File: src/rtl/gpio_bank_pkg.sv
package gpio_bank_pkg;

  localparam int unsigned REG_AW = 8;
  localparam int unsigned CFG_W  = 32;

  localparam logic [REG_AW-1:0] OFS_MASK = 8'h00;
  localparam logic [REG_AW-1:0] OFS_CFG  = 8'h04;
  localparam logic [REG_AW-1:0] OFS_PIN  = 8'h08;
  localparam logic [REG_AW-1:0] OFS_SET  = 8'h10;
  localparam logic [REG_AW-1:0] OFS_CLR  = 8'h14;
  localparam logic [REG_AW-1:0] OFS_OUT  = 8'h18;

  // configuration word field positions (software-visible layout)
  localparam int unsigned FN_LSB    = 0;
  localparam int unsigned FN_W      = 3;
  localparam int unsigned DIR_BIT   = 8;
  localparam int unsigned PU_BIT    = 9;
  localparam int unsigned PD_BIT    = 10;
  localparam int unsigned FLT_BIT   = 12;
  localparam int unsigned FSLOW_BIT = 13;
  localparam int unsigned OD_BIT    = 14;
  localparam int unsigned SCH_BIT   = 15;
  localparam int unsigned EVT_LSB   = 24;
  localparam int unsigned EVT_W     = 3;

  localparam logic [CFG_W-1:0] CFG_WMASK =
      (CFG_W'((1 << FN_W) - 1) << FN_LSB) |
      (CFG_W'(1) << DIR_BIT) | (CFG_W'(1) << PU_BIT) | (CFG_W'(1) << PD_BIT) |
      (CFG_W'(1) << FLT_BIT) | (CFG_W'(1) << FSLOW_BIT) |
      (CFG_W'(1) << OD_BIT)  | (CFG_W'(1) << SCH_BIT) |
      (CFG_W'((1 << EVT_W) - 1) << EVT_LSB);

  typedef enum logic [2:0] {
    REG_NONE, REG_MASK, REG_CFG, REG_PIN, REG_SET, REG_CLR, REG_OUT
  } reg_sel_e;

  function automatic reg_sel_e decode_ofs(input logic [REG_AW-1:0] a);
    reg_sel_e s;
    case (a)
      OFS_MASK: s = REG_MASK;
      OFS_CFG:  s = REG_CFG;
      OFS_PIN:  s = REG_PIN;
      OFS_SET:  s = REG_SET;
      OFS_CLR:  s = REG_CLR;
      OFS_OUT:  s = REG_OUT;
      default:  s = REG_NONE;
    endcase
    return s;
  endfunction

endpackage

File: src/rtl/gpio_cfg_store.sv
module gpio_cfg_store
  import gpio_bank_pkg::*;
#(
  parameter int unsigned NUM_LINES = 32
) (
  input  logic                 clk_i,
  input  logic                 rst_ni,
  input  logic                 wr_i,
  input  logic [NUM_LINES-1:0] sel_i,
  input  logic [CFG_W-1:0]     wdata_i,
  output logic [CFG_W-1:0]     cfg_o [NUM_LINES],
  output logic [CFG_W-1:0]     rd_word_o
);

  logic [CFG_W-1:0] cfg_q [NUM_LINES];

  for (genvar g = 0; g < NUM_LINES; g++) begin : g_line
    always_ff @(posedge clk_i or negedge rst_ni) begin
      if (!rst_ni)                cfg_q[g] <= '0;
      else if (wr_i && sel_i[g])  cfg_q[g] <= wdata_i & CFG_WMASK;
    end
    assign cfg_o[g] = cfg_q[g];

    AST_CFG_HOLD: assert property (@(posedge clk_i) disable iff (!rst_ni)
      !(wr_i && sel_i[g]) |=> $stable(cfg_q[g]));
    AST_CFG_LOAD: assert property (@(posedge clk_i) disable iff (!rst_ni)
      (wr_i && sel_i[g]) |=> (rd_word_o == cfg_q[g]) || !sel_i[g] ||
                             ((sel_i & ((NUM_LINES'(1) << g) - 1'b1)) != '0));
  end

  // lowest selected line wins
  always_comb begin
    rd_word_o = '0;
    for (int i = NUM_LINES - 1; i >= 0; i--) begin
      if (sel_i[i]) rd_word_o = cfg_q[i];
    end
  end

  AST_EMPTY_PICK: assert property (@(posedge clk_i) disable iff (!rst_ni)
    (sel_i == '0) |-> (rd_word_o == '0));

endmodule

File: src/rtl/gpio_out_data.sv
module gpio_out_data #(
  parameter int unsigned NUM_LINES = 32
) (
  input  logic                 clk_i,
  input  logic                 rst_ni,
  input  logic                 set_we_i,
  input  logic                 clr_we_i,
  input  logic [NUM_LINES-1:0] bits_i,
  output logic [NUM_LINES-1:0] out_q_o
);

  logic [NUM_LINES-1:0] out_q;

  always_ff @(posedge clk_i or negedge rst_ni) begin
    if (!rst_ni)       out_q <= '0;
    else if (set_we_i) out_q <= out_q | bits_i;
    else if (clr_we_i) out_q <= out_q & ~bits_i;
  end

  assign out_q_o = out_q;

  AST_SET_HIGH: assert property (@(posedge clk_i) disable iff (!rst_ni)
    set_we_i |=> ((out_q & $past(bits_i)) == $past(bits_i)) &&
                 ((out_q & ~$past(bits_i)) == ($past(out_q) & ~$past(bits_i))));
  AST_CLR_LOW: assert property (@(posedge clk_i) disable iff (!rst_ni)
    (clr_we_i && !set_we_i) |=> ((out_q & $past(bits_i)) == '0) &&
                 ((out_q & ~$past(bits_i)) == ($past(out_q) & ~$past(bits_i))));
  AST_OUT_HOLD: assert property (@(posedge clk_i) disable iff (!rst_ni)
    !(set_we_i || clr_we_i) |=> $stable(out_q));

endmodule

File: src/rtl/gpio_in_sync.sv
module gpio_in_sync #(
  parameter int unsigned NUM_LINES = 32
) (
  input  logic                 clk_i,
  input  logic                 rst_ni,
  input  logic [NUM_LINES-1:0] pad_i,
  output logic [NUM_LINES-1:0] level_o
);

  logic [NUM_LINES-1:0] meta_q, sync_q;

  always_ff @(posedge clk_i or negedge rst_ni) begin
    if (!rst_ni) begin
      meta_q <= '0;
      sync_q <= '0;
    end else begin
      meta_q <= pad_i;
      sync_q <= meta_q;
    end
  end

  assign level_o = sync_q;

  // cycles since reset, saturating, so the latency check never looks before reset
  logic [1:0] age_q;
  always_ff @(posedge clk_i or negedge rst_ni) begin
    if (!rst_ni)            age_q <= '0;
    else if (age_q != 2'd2) age_q <= age_q + 2'd1;
  end

  AST_SYNC_LAT: assert property (@(posedge clk_i) disable iff (!rst_ni)
    (age_q == 2'd2) |-> (level_o == $past(pad_i, 2)));

endmodule

File: src/rtl/gpio_pad_drive.sv
module gpio_pad_drive
  import gpio_bank_pkg::*;
#(
  parameter int unsigned NUM_LINES = 32
) (
  input  logic [CFG_W-1:0]          cfg_i [NUM_LINES],
  input  logic [NUM_LINES-1:0]      out_val_i,
  output logic [NUM_LINES-1:0]      out_en_o,
  output logic [NUM_LINES*FN_W-1:0] func_sel_o
);

  for (genvar g = 0; g < NUM_LINES; g++) begin : g_pad
    // open-drain: release the pad instead of driving a 1
    assign out_en_o[g] = cfg_i[g][DIR_BIT] & ~(cfg_i[g][OD_BIT] & out_val_i[g]);
    assign func_sel_o[g*FN_W +: FN_W] = cfg_i[g][FN_LSB +: FN_W];
  end

endmodule

File: src/rtl/gpio_bank_regs.sv
module gpio_bank_regs
  import gpio_bank_pkg::*;
#(
  parameter int unsigned NUM_LINES = 32
) (
  input  logic                      clk_i,
  input  logic                      rst_ni,
  input  logic [REG_AW-1:0]         addr_i,
  input  logic                      wr_en_i,
  input  logic [31:0]               wdata_i,
  output logic [31:0]               rdata_o,
  input  logic [NUM_LINES-1:0]      pad_in_i,
  output logic [NUM_LINES-1:0]      out_val_o,
  output logic [NUM_LINES-1:0]      out_en_o,
  output logic [NUM_LINES*FN_W-1:0] func_sel_o
);

  localparam int unsigned DW = 32;

  reg_sel_e sel;
  logic mask_we, cfg_we, set_we, clr_we;
  logic [NUM_LINES-1:0] mask_q, out_q, pin_lvl;
  logic [CFG_W-1:0] cfg_w [NUM_LINES];
  logic [CFG_W-1:0] cfg_rd;

  assign sel     = decode_ofs(addr_i);
  assign mask_we = wr_en_i && (sel == REG_MASK);
  assign cfg_we  = wr_en_i && (sel == REG_CFG);
  assign set_we  = wr_en_i && (sel == REG_SET);
  assign clr_we  = wr_en_i && (sel == REG_CLR);

  always_ff @(posedge clk_i or negedge rst_ni) begin
    if (!rst_ni)      mask_q <= '0;
    else if (mask_we) mask_q <= wdata_i[NUM_LINES-1:0];
  end

  gpio_cfg_store #(.NUM_LINES(NUM_LINES)) u_cfg (
    .clk_i     (clk_i),
    .rst_ni    (rst_ni),
    .wr_i      (cfg_we),
    .sel_i     (mask_q),
    .wdata_i   (wdata_i),
    .cfg_o     (cfg_w),
    .rd_word_o (cfg_rd)
  );

  gpio_out_data #(.NUM_LINES(NUM_LINES)) u_out (
    .clk_i    (clk_i),
    .rst_ni   (rst_ni),
    .set_we_i (set_we),
    .clr_we_i (clr_we),
    .bits_i   (wdata_i[NUM_LINES-1:0]),
    .out_q_o  (out_q)
  );

  gpio_in_sync #(.NUM_LINES(NUM_LINES)) u_sync (
    .clk_i   (clk_i),
    .rst_ni  (rst_ni),
    .pad_i   (pad_in_i),
    .level_o (pin_lvl)
  );

  gpio_pad_drive #(.NUM_LINES(NUM_LINES)) u_drv (
    .cfg_i      (cfg_w),
    .out_val_i  (out_q),
    .out_en_o   (out_en_o),
    .func_sel_o (func_sel_o)
  );

  assign out_val_o = out_q;

  always_comb begin
    rdata_o = '0;
    case (sel)
      REG_MASK: rdata_o = DW'(mask_q);
      REG_CFG:  rdata_o = cfg_rd;
      REG_PIN:  rdata_o = DW'(pin_lvl);
      REG_OUT:  rdata_o = DW'(out_q);
      default:  rdata_o = '0;
    endcase
  end

  AST_MASK_HOLD: assert property (@(posedge clk_i) disable iff (!rst_ni)
    !mask_we |=> $stable(mask_q));
  AST_OE_DIR_OFF: assert property (@(posedge clk_i) disable iff (!rst_ni)
    (cfg_we && !wdata_i[DIR_BIT]) |=> ((out_en_o & $past(mask_q)) == '0));
  AST_OD_RELEASE: assert property (@(posedge clk_i) disable iff (!rst_ni)
    set_we |=> ((out_en_o & $past(wdata_i[NUM_LINES-1:0]) & od_vec) == '0));
  AST_WO_READ_ZERO: assert property (@(posedge clk_i) disable iff (!rst_ni)
    ((sel == REG_SET) || (sel == REG_CLR)) |-> (rdata_o == '0));
  AST_UNMAPPED_ZERO: assert property (@(posedge clk_i) disable iff (!rst_ni)
    (sel == REG_NONE) |-> (rdata_o == '0));

  logic [NUM_LINES-1:0] od_vec;
  for (genvar g = 0; g < NUM_LINES; g++) begin : g_chk
    assign od_vec[g] = cfg_w[g][OD_BIT];
    AST_FUNC_LOAD: assert property (@(posedge clk_i) disable iff (!rst_ni)
      (cfg_we && mask_q[g]) |=> (func_sel_o[g*FN_W +: FN_W] == $past(wdata_i[FN_W-1:0])));
  end

endmodule

File: config.mk
export PLATFORM = sky130hd
export DESIGN_NAME = gpio_bank_regs
export DESIGN_NICKNAME = d
export VERILOG_FILES = /design/src/rtl/gpio_bank_pkg.sv /design/src/rtl/gpio_cfg_store.sv /design/src/rtl/gpio_out_data.sv /design/src/rtl/gpio_in_sync.sv /design/src/rtl/gpio_pad_drive.sv /design/src/rtl/gpio_bank_regs.sv
export SDC_FILE = /design/constraint.sdc
export NUM_CORES = 1
export LEC_CHECK = 0
export BUFFER_PORTS_ARGS = -buffer_cell sky130_fd_sc_hd__buf_2
export CORE_MARGIN = 2
export CORE_UTILIZATION = 57
export DETAILED_ROUTE_END_ITERATION = 7
export GPL_ROUTABILITY_DRIVEN = 0
export HOLD_SLACK_MARGIN = 0.15
export MAX_ROUTING_LAYER = met4
export PLACE_DENSITY = 0.74
export SYNTH_ARGS = -nofsm -noshare
export SYNTH_HDL_FRONTEND = slang
export SYNTH_HIERARCHICAL = 1
export SYNTH_SLANG_ARGS = --single-unit
export TNS_END_PERCENT = 1
File: constraint.sdc
create_clock -name clk_i -period 6.05 [get_ports clk_i]
set_input_delay 1.21 -clock clk_i [delete_from_list [all_inputs] [get_ports clk_i]]
set_output_delay 1.21 -clock clk_i [all_outputs]
set_load 0.005 [all_outputs]
# After elaboration in Yosys (flattened, before gate mapping)
# Index checks and enable logic that the tools add are counted.
classes:
  add_sub_neg: 0
  multipliers: 0
  n_div: 0
  order_cmp: 0
  n_eq_ne: 11
  shift: 0
  mux: 36
  bitwise: 99
  reduce_logical: 38
op_table:
  columns: ["operator", "n"]
  rows:
  - ["$mux 32", 33]
  - ["$pmux 32 s4", 1]
  - ["$and 1x1->1", 64]
  - ["$logic_and 1x1->1", 36]
  - ["$and 32x32->32", 1]
  - ["$not 1->1", 32]
  - ["$not 32->32", 1]
  - ["$or 32x32->32", 1]
  - ["$mux 27", 1]
  - ["$eq 8x5->1 const B", 3]
  - ["$pmux 3 s6", 1]
  - ["$eq 3x3->1 const B", 3]
  - ["$eq 8x3->1 const B", 1]
  - ["$eq 8x4->1 const B", 1]
  - ["$logic_not 8->1", 1]
  - ["$eq 3x2->1 const B", 2]
  - ["$eq 3x1->1 const B", 1]
  - ["$reduce_bool 2->1", 1]
totals:
  register_bits: 544
  latch_bits: 0
  ramBits: 0
  romBits: 0
  input_bits: 75
  output_inout_bits: 192
  word_cells: 220
  memories: 0

# Longest topological paths before layout
# Gate-level depths: netlist (run 1).
depth:
  word_depth: 33
  depth_mapped: 10
  depth_no_buf: 8

# Cells and area by module
# The synthesis (run 1) kept the hierarchy.
modules_own_cells:
  columns: ["mod", "n_inst", "cells_each", "area_per_inst_um2", "seq_area_each_um2"]
  rows:
  - ["gpio_cfg_store", 1, 2164, 24111.9, 10410.0]
  - ["gpio_bank_regs", 1, 225, 2406.1, 800.8]
  - ["gpio_in_sync", 1, 64, 1601.5, 1601.5]
  - ["gpio_out_data", 1, 102, 1249.9, 800.8]
  - ["gpio_pad_drive", 1, 128, 1081.0, 0.0]

# Worst setup path after synthesis (run 1)
# OpenSTA, ideal clock, no wires.
synth_path:
  path_type: "input-to-output"
  from: "in addr_i[2]"
  to: "out rdata_o[10]"
  t_arrival_ns: 2.571
  required_time_ns: 4.840
  setup_slack_ns: 2.269
  cell_stages: 6
  path_buffers: 3
  path_cell_list: "buf_2 -> or4b_2 -> clkbuf_1 -> buf_2 -> o22ai_1 -> and2_1"
synth_between:
  elab_chain_cells: 4
  elab_cells_between_ends: 12
synth_rtl:
  columns: ["item", "line_no", "rtl"]
  rows:
  - ["start, declared", "gpio_bank_regs.sv:8", "input logic [REG_AW-1:0] addr_i,"]
  - ["$eq 8x5->1 (tied with other cells)", "gpio_bank_pkg.sv:39", "case (a)"]
  - ["$pmux 3 s6 *", "gpio_bank_pkg.sv:39", null]
  - ["$eq 3x3->1 (tied with other cells)", "gpio_bank_regs.sv:74", "case (sel)"]
  - ["$pmux 32 s4 *", "gpio_bank_regs.sv:74", null]
  - ["end, declared", "gpio_bank_regs.sv:11", "output logic [31:0] rdata_o,"]
# Every way passes the cells marked *; elsewhere a longest branch is shown, timed or not.

# Final worst setup path (run 1)
layout_path:
  from: "reg mask_q[10]"
  to: "out rdata_o[0]"
layout_between:
  elab_chain_cells: 12
layout_rtl:
  columns: ["item", "line_no", "rtl"]
  rows:
  - ["start, declared", "gpio_bank_regs.sv:22", "logic [NUM_LINES-1:0] mask_q, out_q, pin_lvl;"]
  - ["start signal, assigned", "gpio_bank_regs.sv:34", "else if (mask_we) mask_q <= wdata_i[NUM_LINES-1:0];"]
  - ["$mux 32 (11 in series)", "gpio_cfg_store.sv:35", "if (sel_i[i]) rd_word_o = cfg_q[i];"]
  - ["net cfg_rd[0]", "gpio_bank_regs.sv:24", "logic [CFG_W-1:0] cfg_rd;"]
  - ["$pmux 32 s4", "gpio_bank_regs.sv:74", null]
# The timed path passes the listed nets, and every way through them passes these cells.

==> out/metrics.yaml, run 1 <==
clk_latency_ps: 610
fp.dieH_um: 217
fin_nets: 2230
period_minus_slack_ps: 5480
wl_mm: 78.1
crit-reg2reg-capture: "u_cfg/cfg_o[121]"
p_int_mw: 6.03
worstSetupPathType: "register to output pin"
clockPowerShare_pct: 43.5
cts_resized: 0
ant_nets: 0
final_area_um2: 28500
track_usage_pct: 34.1
rsz0062_at_grt: "false"
ios: 267
cts_sinks: 544
maxCapViolations: 0
grt_max_degree: 157
dp_cells: 2696
skew_ps: 8.01
fin_util_pct: 63.3
start_util_pct: 57.4
power.leakage_nw: 14.5
worstSetupStartpointType: "register"
setup_tns_ps: 0
cts_root_buffer: "clkbuf_16"
sw_frac_of_total_pct: 25.6
worstMarginPinSlew_ps: 1140
cts_tree: "done"
cts_inserted_buffers: 57
finalMaxSlewViolations: 0
reg2reg_from: "mask_q[28]"
syn_to_final_growth_pct: 10.2
multi_input_area_um2: 10700
syn_area_per_cell_um2: 12.5
endpoint: "rdata_o[0]"
reg2reg_depth: 2
post_cts_buffers: 0
syn_area_um2: 25900
total_power_mw: 8.10
path_clk_slew_ps: 60
die-area_um2: 47100
post-dp-hpwl_mm: 51.4
timing.fmax_mhz: 182
finalCritPeriodShare_pct: 90.6
grt_pass1_wl_mm: 117
avgViaCountPerCell: 6.52
worstPathRequired_ps: 4840
antenna_found_initial: 2
cp_max_fo: 21
fillerInstances: 3474
grt_pass1_vias: 18500
finalHoldViolCount: 0
endpoint_kind: "output pin"
status: "finished, final reports clean"
setup.worst_path.start: "mask_q[10]"
whs_ps: 347
ir_worst_vdd_v: 0.000227
vias: 18200
cts-htree-levels: 2
p_comb_share_pct: 10.1
fin_ws_ps: 568
stdcell_count: 2798
port_buffers: 266
wl_per_cell_um: 27.9
hold_class: "register to register"
crit_arrival_ps: 4270
chipWidth_um: 217
max-slew-margin-rel_pct: 23.9
rows: 78
netlist_instances: 2075
setup_violations: 0
postPlaceCellArea_um2: 26700
p_per_area_nw_per_um2: 284
drt_iter0_drc: 2062
core-area_um2: 45100
postCtsHoldBufs: 0
switchingPower_mw: 2.07
yosysWarnings: 6
overflow: 0
p_seq_share_pct: 46.3
r2r_slack_ps: 3760
dp_slack_ps: 1300
clockBufferDepth: 3
layout-drive-gt1-share_pct: 40.0
drc: 0
seqCellArea_um2: 13600
dr.pass1.iters: 5
==> power by group through the flow <==
stage / clock network [mW] / logic, mW / registers, mW
finish: 3.53 / 0.822 / 3.75
global route: 3.72 / 0.860 / 3.76
floorplan: 0 / 0.447 / 3.78
global placement: 0 / 0.793 / 3.82
detailed placement: 0 / 0.799 / 3.82
CTS: 3.57 / 0.803 / 3.75
==> how the worst min path moves through the flow <==
stage,endpoint,from,depth (start not counted),slack [ps]
finish,u_sync/level_o[12],u_sync/meta_q[12],0,350
global route,u_sync/level_o[19],u_sync/meta_q[19],0,350
CTS,u_sync/level_o[12],u_sync/meta_q[12],0,350
detailed placement,u_sync/level_o[12],u_sync/meta_q[12],0,340
global placement,u_sync/level_o[31],u_sync/meta_q[31],0,330
floorplan,u_sync/level_o[0],u_sync/meta_q[0],0,330
==> placed cells by master (no fill, tap or decap), types with 3 or more instances in the layout <==
master / n
a31oi_1: 15
nor2b_1: 30
o21a_1: 12
a21boi_2: 32
a211oi_1: 3
o221a_2: 12
buf_4: 13
nand2b_1: 30
a21oi_1: 43
nand3b_1: 15
clkbuf_16: 57
mux2i_1: 65
a41o_1: 11
clkbuf_1: 12
a222oi_1: 11
o31ai_1: 15
dfrtp_1: 544
o21ai_0: 53
buf_2: 265
a22o_1: 33
nor3b_1: 15
bufinv_16: 5
o2111ai_1: 12
nand2_1: 101
a2bb2oi_1: 12
nor3_1: 13
conb_1: 19
a221o_1: 46
buf_12: 3
nor2_1: 7
inv_1: 23
clkbuf_8: 12
or3_1: 4
o211ai_1: 23
o22a_1: 23
clkinv_2: 14
and2_1: 46
mux2_2: 448
o22ai_1: 69
==> critical path, stage by stage (launching register included) <==
cell and delay, ps:
dfrtp_1 860, nor2b_1 420, a221o_1 460, nor3b_1 680, o211ai_1 220, a41o_1 230, mux2i_1 330, o22ai_1 140
and2_1 200, buf_2 120
==> state kept, by name (all words and copies together), names as in the netlist, named ones only <==
| name | flops |
|---|---|
| u_sync/level_o | 32 |
| u_cfg/cfg_o | 416 |
| u_sync/meta_q | 32 |
| mask_q | 32 |
==> per-layer routing <==
metal	wire length [um]	vias up	track usage [%]	part of all wire [%]
met1	32300	9500	46.7	41
li1	-	7649	-	-
met2	35700	891	50.9	46
met4	3300	0	13.9	4.2
met5	0	-	-	0
met3	6850	195	5.95	8.8
==> area by class of cell <==
type | instances | share of cell area, %
Sequential cell | 544 | 47.7
Multi-Input combinational cell | 1247 | 37.6
Clock buffer | 81 | 5.74
Timing Repair Buffer | 282 | 5.25
Tap cell | 600 | 2.63
Clock inverter | 20 | 0.803
Inverter | 23 | 0.303
Antenna cell | 1 | 0.00877
Note: power is estimated with default switching activity, not from simulation.
==> inputs of run 2 (changes only) <==
Settings changed: PLACE_DENSITY 0.74 to 0.77.
==> run 2 against run 1 <==
Maximum frequency down 1.7%. Highest routed layer unchanged. Clock power is 2% lower. Combinational power rose by 0.7%. Cell area down 0.13%. Clock skew up 6.0 ps. The run now ends with DRC left. First-iteration DRC count fell by 6.5%. Final cell count barely moved. Count of clock-buffer cells in the layout is 7 higher. Via count increased by 0.88%. Sequential share of layout area rose by 0.063 points.
==> out/metrics.yaml, run 2 (same netlist as run 1, synthesis figures left out) <==
cts_tree: "done"
vias: 18400
hold_class: "register to register"
maxCapViolations: 0
grt_max_degree: 142
finalCritPeriodShare_pct: 92.2
stdcell_count: 2797
syn_to_final_growth_pct: 10.1
crit-reg2reg-capture: "u_cfg/cfg_o[108]"
wl_per_cell_um: 28.0
cp_max_fo: 21
ant_nets: 0
track_usage_pct: 34.2
worstSetupPathType: "register to output pin"
largest_reg_flops: 416
ios: 267
max-slew-margin-rel_pct: 24.5
reg2reg_from: "mask_q[28]"
grt_pass1_wl_mm: 117
worstPathRequired_ps: 4840
avgViaCountPerCell: 6.58
cts_inserted_buffers: 55
setup_violations: 0
final_common_cell: "dfrtp_1"
r2r_slack_ps: 3750
rsz0062_at_grt: "false"
die-area_um2: 47100
status: "finished, violations left"
worstMarginPinSlew_ps: 1130
finalHoldViolCount: 0
min_from: "u_sync/meta_q[11]"
setup_tns_ps: 0
core-area_um2: 45100
antenna_found_initial: 2
fin_util_pct: 63.2
cts-htree-levels: 2
cts_resized: 0
dr.pass1.iters: 8
reg2reg_depth: 2
crit_arrival_ps: 4370
postPlaceCellArea_um2: 26700
finalMaxSlewViolations: 0
fillerInstances: 3404
cts_root_buffer: "clkbuf_16"
post_cts_buffers: 0
ir_worst_vdd_v: 0.000280
start_util_pct: 57.4
fp.dieH_um: 217
endpoint_kind: "output pin"
clockBufferDepth: 3
wl_mm: 78.2
clk_latency_ps: 610
worstSetupStartpointType: "register"
drt_iter0_drc: 1929
layout-drive-gt1-share_pct: 39.8
grt_pass1_vias: 18500
timing.fmax_mhz: 179
skew_ps: 14.1
path_clk_slew_ps: 60
rows: 78
power.leakage_nw: 14.5
dp_cells: 2696
drc: 4
fin_nets: 2228
cts_sinks: 544
violations: "DRC"
post-dp-hpwl_mm: 51.6
layout_common_cells: "dfrtp_1, mux2_2, buf_2"
total_power_mw: 8.03
holdPathStages: 0
period_minus_slack_ps: 5580
overflow: 0
port_buffers: 266
p_per_area_nw_per_um2: 282
chipWidth_um: 217
postCtsHoldBufs: 0
min_to: "u_sync/level_o[11]"
final_area_um2: 28500
[run 2: metal layers]
metal  routed length (um)  global-route usage (%)  vias to the layer above
li1                     -                       -                     7628
met1                32200                    46.4                     9634
met2                35700                    50.7                      931
met3                 7100                    7.21                      202
met4                 3210                    13.3                        0
met5                    0                       -                        -
[run 2: worst max-delay path by stage]
stage | start | endpoint | slack (ps) | depth (start not counted)
2_1_floorplan | addr_i[2] | rdata_o[10] | 2270 | 6
3_5_place_dp | mask_q[10] | rdata_o[14] | 1430 | 9
3_3_place_gp | mask_q[10] | rdata_o[1] | 1400 | 9
5_1_grt | mask_q[10] | rdata_o[2] | 490 | 9
6_report | mask_q[10] | rdata_o[0] | 470 | 9
4_1_cts | mask_q[10] | rdata_o[0] | 730 | 9
[run 2: critical path, stage by stage, from the launching register on]
cell      delay [ps]
dfrtp_1          810
nor2b_1          420
a221o_1          460
nor3b_1          760
o211ai_1         250
a41o_1           240
mux2i_1          340
o22ai_1          140
and2_1           210
buf_2            120
[run 2: power by group]
part           switching [mW]  internal, mW  leakage, nW  total [mW]
Sequential             0.0670          3.69         7.44        3.75
Clock                    1.43          2.02        0.907        3.45
Combinational           0.562         0.266         6.13       0.828
[run 2: metrics by stage]
stage,hold WS [ps],worst slack (ps)
after global placement,332,1400
after detailed placement,335,1430
after global routing,347,489
after floorplan,331,2270
after CTS,348,731
final,347,472
[run 2: area by class of cell]
cell class	count	area, um2	share of cell area (%)
clock inverter	10	100	0.351
timing repair buffer	282	1500	5.26
sequential	544	13600	47.8
antenna	3	7.51	0.0263
tap	600	751	2.63
inverter	23	86.3	0.303
clock buffer	88	1720	6.05
multi-input combinational	1247	10700	37.6
